File: src/rtl/domain_gate_pkg.sv
package domain_gate_pkg;
  localparam int unsigned FIELD_W = 2;

  typedef enum logic [1:0] {
    DACC_NONE    = 2'b00,
    DACC_CLIENT  = 2'b01,
    DACC_RSVD    = 2'b10,
    DACC_MANAGER = 2'b11
  } dacc_e;

  typedef struct packed {
    logic allow;
    logic check;
    logic fault;
  } verdict_t;

  localparam logic [3:0] CODE_SECT = 4'h9;
  localparam logic [3:0] CODE_PAGE = 4'hB;

  localparam logic [1:0] SEL_CTRL = 2'd0;
  localparam logic [1:0] SEL_STAT = 2'd1;
  localparam logic [1:0] SEL_ADDR = 2'd2;
endpackage

File: src/rtl/dg_ctrl_reg.sv
module dg_ctrl_reg
  import domain_gate_pkg::*;
#(
  parameter int unsigned N_DOM  = 16,
  localparam int unsigned CTRL_W = N_DOM * FIELD_W
) (
  input  logic              clk_i,
  input  logic              rst_ni,
  input  logic              we_i,
  input  logic [CTRL_W-1:0] wdata_i,
  output logic [CTRL_W-1:0] ctrl_o,
  output dacc_e             fields_o [N_DOM]
);
  logic [CTRL_W-1:0] ctrl_q;

  always_ff @(posedge clk_i or negedge rst_ni) begin
    if (!rst_ni)   ctrl_q <= '0;
    else if (we_i) ctrl_q <= wdata_i;
  end

  assign ctrl_o = ctrl_q;

  for (genvar d = 0; d < N_DOM; d++) begin : g_fld
    assign fields_o[d] = dacc_e'(ctrl_q[d*FIELD_W +: FIELD_W]);
  end

  AST_CTRL_WRITE: assert property (@(posedge clk_i) disable iff (!rst_ni)
    we_i |=> ctrl_q == $past(wdata_i));
endmodule

File: src/rtl/dg_decode.sv
module dg_decode
  import domain_gate_pkg::*;
#(
  parameter int unsigned N_DOM = 16,
  localparam int unsigned DOM_W = $clog2(N_DOM)
) (
  input  logic             valid_i,
  input  logic [DOM_W-1:0] dom_i,
  input  dacc_e            fields_i [N_DOM],
  output verdict_t         verd_o
);
  dacc_e fld;

  assign fld = fields_i[dom_i];

  always_comb begin
    verd_o = '0;
    if (valid_i) begin
      unique case (fld)
        DACC_MANAGER: verd_o.allow = 1'b1;
        DACC_CLIENT:  verd_o.check = 1'b1;
        default:      verd_o.fault = 1'b1; // none and reserved both refuse
      endcase
    end
  end

  always_comb begin
    if (valid_i) begin
      AST_DEC_ONEHOT: assert ($countones(verd_o) == 1);
    end
  end
endmodule

File: src/rtl/dg_fault_capture.sv
module dg_fault_capture
  import domain_gate_pkg::*;
#(
  parameter int unsigned DOM_W = 4,
  parameter int unsigned VA_W  = 32,
  parameter int unsigned REG_W = 32,
  localparam int unsigned CODE_W = DOM_W + 4
) (
  input  logic             clk_i,
  input  logic             rst_ni,
  input  logic             fault_i,
  input  logic [DOM_W-1:0] dom_i,
  input  logic             page_i,
  input  logic [VA_W-1:0]  va_i,
  input  logic             clr_i,
  output logic [REG_W-1:0] status_o,
  output logic [VA_W-1:0]  addr_o,
  output logic             pending_o
);
  logic              pend_q;
  logic [CODE_W-1:0] code_q;
  logic [VA_W-1:0]   addr_q;
  logic              take;

  // a fault in the same cycle as a clear is recorded
  assign take = fault_i && (!pend_q || clr_i);

  always_ff @(posedge clk_i or negedge rst_ni) begin
    if (!rst_ni) begin
      pend_q <= 1'b0;
      code_q <= '0;
    end else if (take) begin
      pend_q <= 1'b1;
      code_q <= {dom_i, page_i ? CODE_PAGE : CODE_SECT};
    end else if (clr_i) begin
      pend_q <= 1'b0;
      code_q <= '0;
    end
  end

  always_ff @(posedge clk_i or negedge rst_ni) begin
    if (!rst_ni)   addr_q <= '0;
    else if (take) addr_q <= va_i;
  end

  always_comb begin
    status_o              = '0;
    status_o[CODE_W-1:0]  = code_q;
    status_o[REG_W-1]     = pend_q;
  end

  assign addr_o    = addr_q;
  assign pending_o = pend_q;

  AST_STICKY_HOLD: assert property (@(posedge clk_i) disable iff (!rst_ni)
    pend_q && !clr_i |=> $stable(code_q) && $stable(addr_q) && pend_q);
  AST_FIRST_SETS: assert property (@(posedge clk_i) disable iff (!rst_ni)
    fault_i && !pend_q |=> pend_q && addr_q == $past(va_i));
  AST_CLR_DROPS: assert property (@(posedge clk_i) disable iff (!rst_ni)
    clr_i && !fault_i |=> !pend_q && code_q == '0);
endmodule

File: src/rtl/domain_gate.sv
module domain_gate
  import domain_gate_pkg::*;
#(
  parameter int unsigned N_DOM = 16,
  parameter int unsigned VA_W  = 32,
  parameter int unsigned REG_W = 32,
  localparam int unsigned DOM_W  = $clog2(N_DOM),
  localparam int unsigned CTRL_W = N_DOM * FIELD_W
) (
  input  logic             clk_i,
  input  logic             rst_ni,
  input  logic             req_valid_i,
  input  logic [DOM_W-1:0] req_dom_i,
  input  logic             req_page_i,
  input  logic [VA_W-1:0]  req_va_i,
  input  logic             cfg_we_i,
  input  logic [1:0]       cfg_sel_i,
  input  logic [REG_W-1:0] cfg_wdata_i,
  output logic [REG_W-1:0] cfg_rdata_o,
  output logic             res_valid_o,
  output logic             res_allow_o,
  output logic             res_check_o,
  output logic             res_fault_o,
  output logic             fault_pending_o
);
  logic [CTRL_W-1:0] ctrl;
  dacc_e             fields [N_DOM];
  verdict_t          verd;
  verdict_t          verd_q;
  logic              valid_q;
  logic [REG_W-1:0]  status;
  logic [VA_W-1:0]   faddr;
  logic              ctrl_we;
  logic              stat_clr;

  assign ctrl_we  = cfg_we_i && (cfg_sel_i == SEL_CTRL);
  assign stat_clr = cfg_we_i && (cfg_sel_i == SEL_STAT);

  dg_ctrl_reg #(.N_DOM(N_DOM)) u_ctrl (
    .clk_i    (clk_i),
    .rst_ni   (rst_ni),
    .we_i     (ctrl_we),
    .wdata_i  (cfg_wdata_i[CTRL_W-1:0]),
    .ctrl_o   (ctrl),
    .fields_o (fields)
  );

  dg_decode #(.N_DOM(N_DOM)) u_dec (
    .valid_i  (req_valid_i),
    .dom_i    (req_dom_i),
    .fields_i (fields),
    .verd_o   (verd)
  );

  dg_fault_capture #(.DOM_W(DOM_W), .VA_W(VA_W), .REG_W(REG_W)) u_cap (
    .clk_i     (clk_i),
    .rst_ni    (rst_ni),
    .fault_i   (verd.fault),
    .dom_i     (req_dom_i),
    .page_i    (req_page_i),
    .va_i      (req_va_i),
    .clr_i     (stat_clr),
    .status_o  (status),
    .addr_o    (faddr),
    .pending_o (fault_pending_o)
  );

  always_ff @(posedge clk_i or negedge rst_ni) begin
    if (!rst_ni) begin
      valid_q <= 1'b0;
      verd_q  <= '0;
    end else begin
      valid_q <= req_valid_i;
      verd_q  <= verd;
    end
  end

  assign res_valid_o = valid_q;
  assign res_allow_o = verd_q.allow;
  assign res_check_o = verd_q.check;
  assign res_fault_o = verd_q.fault;

  always_comb begin
    unique case (cfg_sel_i)
      SEL_CTRL: cfg_rdata_o = REG_W'(ctrl);
      SEL_STAT: cfg_rdata_o = status;
      SEL_ADDR: cfg_rdata_o = REG_W'(faddr);
      default:  cfg_rdata_o = '0;
    endcase
  end

  AST_LATENCY: assert property (@(posedge clk_i) disable iff (!rst_ni)
    req_valid_i |=> res_valid_o);
  AST_ONE_VERDICT: assert property (@(posedge clk_i) disable iff (!rst_ni)
    res_valid_o |-> $countones({res_allow_o, res_check_o, res_fault_o}) == 1);
  AST_IDLE_QUIET: assert property (@(posedge clk_i) disable iff (!rst_ni)
    !res_valid_o |-> !res_allow_o && !res_check_o && !res_fault_o);
  AST_MANAGER_PASS: assert property (@(posedge clk_i) disable iff (!rst_ni)
    req_valid_i && fields[req_dom_i] == DACC_MANAGER |=> res_allow_o);
  AST_CLIENT_FWD: assert property (@(posedge clk_i) disable iff (!rst_ni)
    req_valid_i && fields[req_dom_i] == DACC_CLIENT |=> res_check_o);
  AST_REFUSE: assert property (@(posedge clk_i) disable iff (!rst_ni)
    req_valid_i && (fields[req_dom_i] == DACC_NONE || fields[req_dom_i] == DACC_RSVD)
    |=> res_fault_o);
  AST_PEND_MIRROR: assert property (@(posedge clk_i) disable iff (!rst_ni)
    fault_pending_o == status[REG_W-1]);
endmodule

File: config.mk
export PLATFORM = sky130hd
export DESIGN_NAME = domain_gate
export DESIGN_NICKNAME = d
export VERILOG_FILES = /design/src/rtl/domain_gate_pkg.sv /design/src/rtl/dg_ctrl_reg.sv /design/src/rtl/dg_decode.sv /design/src/rtl/dg_fault_capture.sv /design/src/rtl/domain_gate.sv
export SDC_FILE = /design/constraint.sdc
export NUM_CORES = 1
export LEC_CHECK = 0
export ABC_AREA = 1
export BUFFER_PORTS_ARGS = -buffer_cell sky130_fd_sc_hd__buf_2
export CAP_MARGIN = 20
export CORE_ASPECT_RATIO = 1.75
export CORE_UTILIZATION = 50
export DETAILED_ROUTE_END_ITERATION = 8
export PLACE_DENSITY = 0.88
export SLEW_MARGIN = 40
export SYNTH_ARGS = -nofsm -noshare
export SYNTH_HDL_FRONTEND = slang
export SYNTH_SLANG_ARGS = --single-unit
File: constraint.sdc
create_clock -name clk_i -period 2.5 [get_ports clk_i]
set_clock_uncertainty 0.2 [all_clocks]
set_input_delay 0.625 -clock clk_i [delete_from_list [all_inputs] [get_ports clk_i]]
set_output_delay 0.625 -clock clk_i [all_outputs]
set_load 0.01 [all_outputs]
==> results.toml, run 1 <==
[status]
status = "completed"

[synth]
syn_area_per_cell_sq_um = 8.29
syn_area_sq_um = 3680
synth_fp_nets = 519
synth_cells = 444
synth_xor_area_share_pct = 0
yosys-mux-area-fraction_pct = 2.75
yosysUniqueCellTypes = 20
synth_top_family_by_area = "simple AND/OR/NAND/NOR gates"
synth_seq_cells = 74
synthAdderAreaFrac_pct = 0
synth_warnings = 0
synth-compound-area-share_pct = 9.04
yosys.area_share.simple_pct = 29.7
ys_seq_area_share_pct = 50.3

[clock_tree]
tritoncts = "built"
clk_latency_ps = 330
cts-htree-levels = 3
clock-root-buffer = "clkbuf_16"
post-cts-setup-buffers = 0
clock_path_buffers = 2
cts_buffers = 9
path_clk_slew_ps = 50
cts.sinks = 74

[routing]
routed_wire_length_per_instance_um = 16.4
first_iter_violations = 439
ant_nets = 0
drc = 0
routed_wirelength_um = 10600
viasPerCell = 5.70
drtPass1Iterations = 5
num_vias = 3674

[grt]
grt_use_met3_pct = 6.30
grt_use_met1_pct = 35.0
busiest_layer = "met2"
grt_overflow = 0
grt_pass1_wl_um = 17000
antenna_found_initial = 0
grt_max_degree = 41
grt_pass1_vias = 3631
grt_use_met2_pct = 49.6
grt_usage_pct = 30.1

[cells_and_area]
drive_above_1_share_pct = 30.8
nets = 632
syn2layout_area_growth_pct = 26.2
fillers = 597
n_antenna_cell = 0
final_common_cell = "nand2_1"
final_core_util_pct = 64.7
layout_common_cells = "nand2_1, buf_2, nand3_1"

[die]
die_x_um = 66.9
start_util_pct = 51.3
die_area_sq_um = 7730
core_area_sq_um = 7180
rows = 41
io_pins = 112
die_h_um = 116

[power_and_ir_drop]
worst_ir_drop_vdd_mv = 0.563
p_leak_nw = 2.49
p_per_area_nw_per_um2 = 862

[sta]
worst_pin_slew_ps = 458
rsz0062_at_grt = "false"
layout_setup_ws_ps = 74.3
timing.final.hold_violations = 0
setup_viol = 0
maxSlewHeadroom_pct = 69.4
slew_violations = 0
timing.final.crit_share_pct = 97.0
fmax_mhz = 412
period_minus_slack_ps = 2430
holdWs_ps = 34.8

[worst_setup_path]
worstPathMaxFanout = 13
worstPathBufferInverterCount = 3
cp_common_cell = "buf_2"
rr_worst_depth = 10
path_cells = "buf_2 > buf_4 > nor2_4 > nand2_1 > o211ai_1 > buf_2"
worstPathArrival_ps = 1600
cpPeakStageDelay_ps = 190
cpLargestDelayFamily = "buffers and inverters"
cp-start-kind = "primary input"
slowest_stage = "buf_4"
crit_type = "in2out"
cp.depth = 6
crit_required_ps = 1670
end_kind = "output port"

[place]
hpwl_um = 7840
portBuffers = 111
gp_congestion = 0.904
place_ws_ps = 53.9

[flow_run]
cap_violations = 0

[worst_hold_path]
hp-class = "in2async"
## per-layer routing
metal,part of all wire [%],wire (um),vias up
met2,52,5530,227
met3,7.4,782,54
met1,35,3720,1712
met4,5.3,566,0
met5,0,0,-
li1,-,-,1681
## stage by stage
step	power (W)	setup TNS, ps	instances	cell area [sq um]
after floorplan	0.00241	0	444	3680
after global placement	0.00279	-1650	631	4350
after detailed placement	0.00285	0	632	4380
after CTS	0.00401	0	645	4640
after global routing	0.00422	0	645	4650
final	0.00401	0	645	4650
## state kept, by name, indices dropped and copies added, names as in the netlist
signal         flops
res_allow_o        1
res_valid_o        1
res_fault_o        1
u_cap.addr_o      32
u_cap.code_q       6
res_check_o        1
u_ctrl.ctrl_o     32
## Yosys cell counts
library cell  instances  area share (%)
nand2_1             114              12
nand3_1              85              12
dfrtp_1              74              50
a21oi_1              29             3.9
inv_1                28             2.9
nor2_1               25             2.5
o21ai_0              23             3.1
buf_2                12             1.6
clkbuf_1             11             1.1
nand3_2              11             3.0
mux2_2                9             2.8
o211ai_1              8             1.6
buf_6                 6             1.8
inv_2                 2            0.20
nor2_4                2            0.61
buf_4                 1            0.20
buf_8                 1            0.41
nand2_2               1            0.17
nand4_1               1            0.17
o211ai_2              1            0.34
## worst paths after layout
kind                            slack (ps)                           from                      endpoint
min in group clk_i                     280                    req_valid_i         res_valid_o$_DFF_PN0_
worst min-delay path                    30                         rst_ni  u_cap.addr_o[12]$_DFFE_PN0P_
max in group asynchronous             1490                         rst_ni  u_cap.addr_o[23]$_DFFE_PN0P_
worst max-delay path                    70                   cfg_sel_i[1]                cfg_rdata_o[0]
worst min register to register         280   u_cap.addr_o[15]$_DFFE_PN0P_  u_cap.addr_o[15]$_DFFE_PN0P_
worst max register to register         440  u_ctrl.ctrl_o[12]$_DFFE_PN0P_   u_cap.addr_o[0]$_DFFE_PN0P_
## power breakdown
part / internal, W / switching [W] / leakage (nW)
clock network: 0.000709 / 0.000450 / 0.128
registers: 0.00156 / 0.000209 / 0.880
logic: 0.000428 / 0.000647 / 1.48
## layout make-up
type | instances | area [sq um] | area share, %
inverter | 30 | 113 | 2.42
timing repair buffer | 133 | 785 | 16.9
sequential | 74 | 1850 | 39.8
multi-input combinational | 309 | 1530 | 32.9
tap | 86 | 108 | 2.31
clock buffer | 13 | 260 | 5.60
## logic make-up after synthesis
kind of cell | after synthesis
buffers and inverters | 61
flip-flops | 74
AO/OA/AOI/OAI | 61
multiplexers | 9
AND/OR/NAND/NOR | 239
## worst reg2reg max path, delay by kind of cell, from the launching register on
kind	cells	cell delay, ps
and+or+nand+nor	8	1080
DFF	1	360
buffers and inverters	2	350
## repair_timing
item,CTS,global route
setup endpoints to repair,0,6
gates resized for setup,0,2
hold buffers,0,0
Power figures use the tool's default switching activity.
==> run 2: changes to the inputs <==
- CORE_MARGIN: not set -> 4
==> run 2 against run 1 <==
Effect of this change:
- sequential power barely moved
- register-to-register slack improved by 110 ps
- die area rose by 15%
- power down 0.22%
- via count up 0.95%
- sequential cell count unchanged
- worst hold slack better by 10 ps
- clock power barely moved
- final cell count unchanged
- critical endpoint unchanged
- largest power group unchanged
==> results.toml, run 2 (synthesis gave the netlist of run 1 again) <==
[sta]
slew_violations = 0
maxSlewHeadroom_pct = 68.6
timing.final.hold_violations = 0
setup_viol = 0
fmax_mhz = 406
period_minus_slack_ps = 2470
worst_pin_slew_ps = 470
timing.final.crit_share_pct = 98.6
rsz0062_at_grt = "false"

[worst_setup_path]
crit_required_ps = 1670
r2r_start = "u_ctrl.ctrl_o[14]$_DFFE_PN0P_"
path_cells = "buf_2 > nor2_1 > inv_1 > buf_12 > o211ai_1 > buf_2"
worst_r2r_endpoint = "u_cap.addr_o[29]$_DFFE_PN0P_"
cpLargestDelayFamily = "buffers and inverters"
worstPathMaxFanout = 23
slowest_stage = "o211ai_1"
worstPathArrival_ps = 1640
cp_common_cell = "buf_2"
crit_type = "in2out"
end_kind = "output port"
r2r_slack_ps = 550
worstPathBufferInverterCount = 4
cp-start-kind = "primary input"
rr_worst_depth = 10
cpPeakStageDelay_ps = 230

[routing]
first_iter_violations = 352
ant_nets = 0
viasPerCell = 5.75
routed_wirelength_um = 11300
routed_wire_length_per_instance_um = 17.5
drtPass1Iterations = 5
drc = 0
num_vias = 3709

[worst_hold_path]
hp-class = "in2async"

[clock_tree]
cts_buffers = 9
cts.sinks = 74
cts-htree-levels = 3
clock_path_buffers = 2
path_clk_slew_ps = 50
clock-root-buffer = "clkbuf_16"
clk_latency_ps = 340
tritoncts = "built"

[flow_run]
cap_violations = 0

[power_and_ir_drop]
power_w = 0.00400
p_leak_nw = 2.49
p_per_area_nw_per_um2 = 860
worst_ir_drop_vdd_mv = 0.480

[die]
start_util_pct = 51.3
die_area_sq_um = 8860
die_x_um = 72.9
io_pins = 112
die_h_um = 122
core_area_sq_um = 7180
rows = 41

[place]
hpwl_um = 8210
place_area_sq_um = 4390
gp_congestion = 0.914
portBuffers = 111

[grt]
grt_overflow = 0
grt_pass1_wl_um = 17700
antenna_found_initial = 0
grt_pass1_vias = 3688
grt_usage_pct = 26.6
grt_max_degree = 44

[cells_and_area]
drive_above_1_share_pct = 30.2
nets = 631
syn2layout_area_growth_pct = 26.2
design_area_sq_um = 4650
fillers = 592
n_antenna_cell = 0
final_common_cell = "nand2_1"
layout_common_cells = "nand2_1, buf_2, nand3_1"

[status]
status = "completed"
## run 2: timing repair
item | CTS | global route
hold buffers | 0 | 0
gates resized for setup | 0 | 1
setup endpoints to repair | 0 | 1
setup buffers | 0 | 0
## run 2: cell type report
class	count	area (sq um)	share of cell area [%]
Tap cell	86	108	2.31
Inverter	30	113	2.42
Timing Repair Buffer	132	793	17.1
Clock buffer	14	254	5.46
Sequential cell	74	1850	39.8
Multi-Input combinational cell	309	1530	32.9
## run 2: metal layers
| layer | wire (um) | global-route usage, % | vias up |
|---|---|---|---|
| met1 | 3960 | 29.7 | 1755 |
| li1 | - | - | 1684 |
| met3 | 840 | 5.80 | 58 |
| met5 | 0 | 0 | - |
| met2 | 5900 | 45.1 | 212 |
| met4 | 607 | 16.2 | 0 |
## run 2: worst max path at each step
stage,start,end,cells after the start
floorplan,cfg_sel_i[1],cfg_rdata_o[11],6
global placement,req_dom_i[0],u_cap.addr_o[18]$_DFFE_PN0P_,9
detailed placement,cfg_sel_i[1],cfg_rdata_o[23],6
CTS,cfg_sel_i[1],cfg_rdata_o[23],6
global route,cfg_sel_i[1],cfg_rdata_o[27],6
finish,cfg_sel_i[1],cfg_rdata_o[0],6
## run 2: per-stage QoR
stage | worst slack (ps) | util, % | TNS [ps] | instances | hold WS [ps]
final | 34.4 | 64.7 | 0 | 645 | 45.0
after global placement | -77.2 | 60.8 | -1630 | 629 | 262
after global routing | 8.96 | 64.7 | 0 | 645 | 82.8
after CTS | 42.0 | 64.7 | 0 | 645 | 62.6
after floorplan | 45.2 | - | 0 | 444 | 129
after detailed placement | 54.3 | 61.2 | 0 | 631 | 271
## run 2: power breakdown
group / leakage (nW) / internal, W / switching [W]
registers: 0.880 / 0.00156 / 0.000208
logic: 1.49 / 0.000429 / 0.000658
clock network: 0.123 / 0.000688 / 0.000451
total: 2.49 / 0.00268 / 0.00132
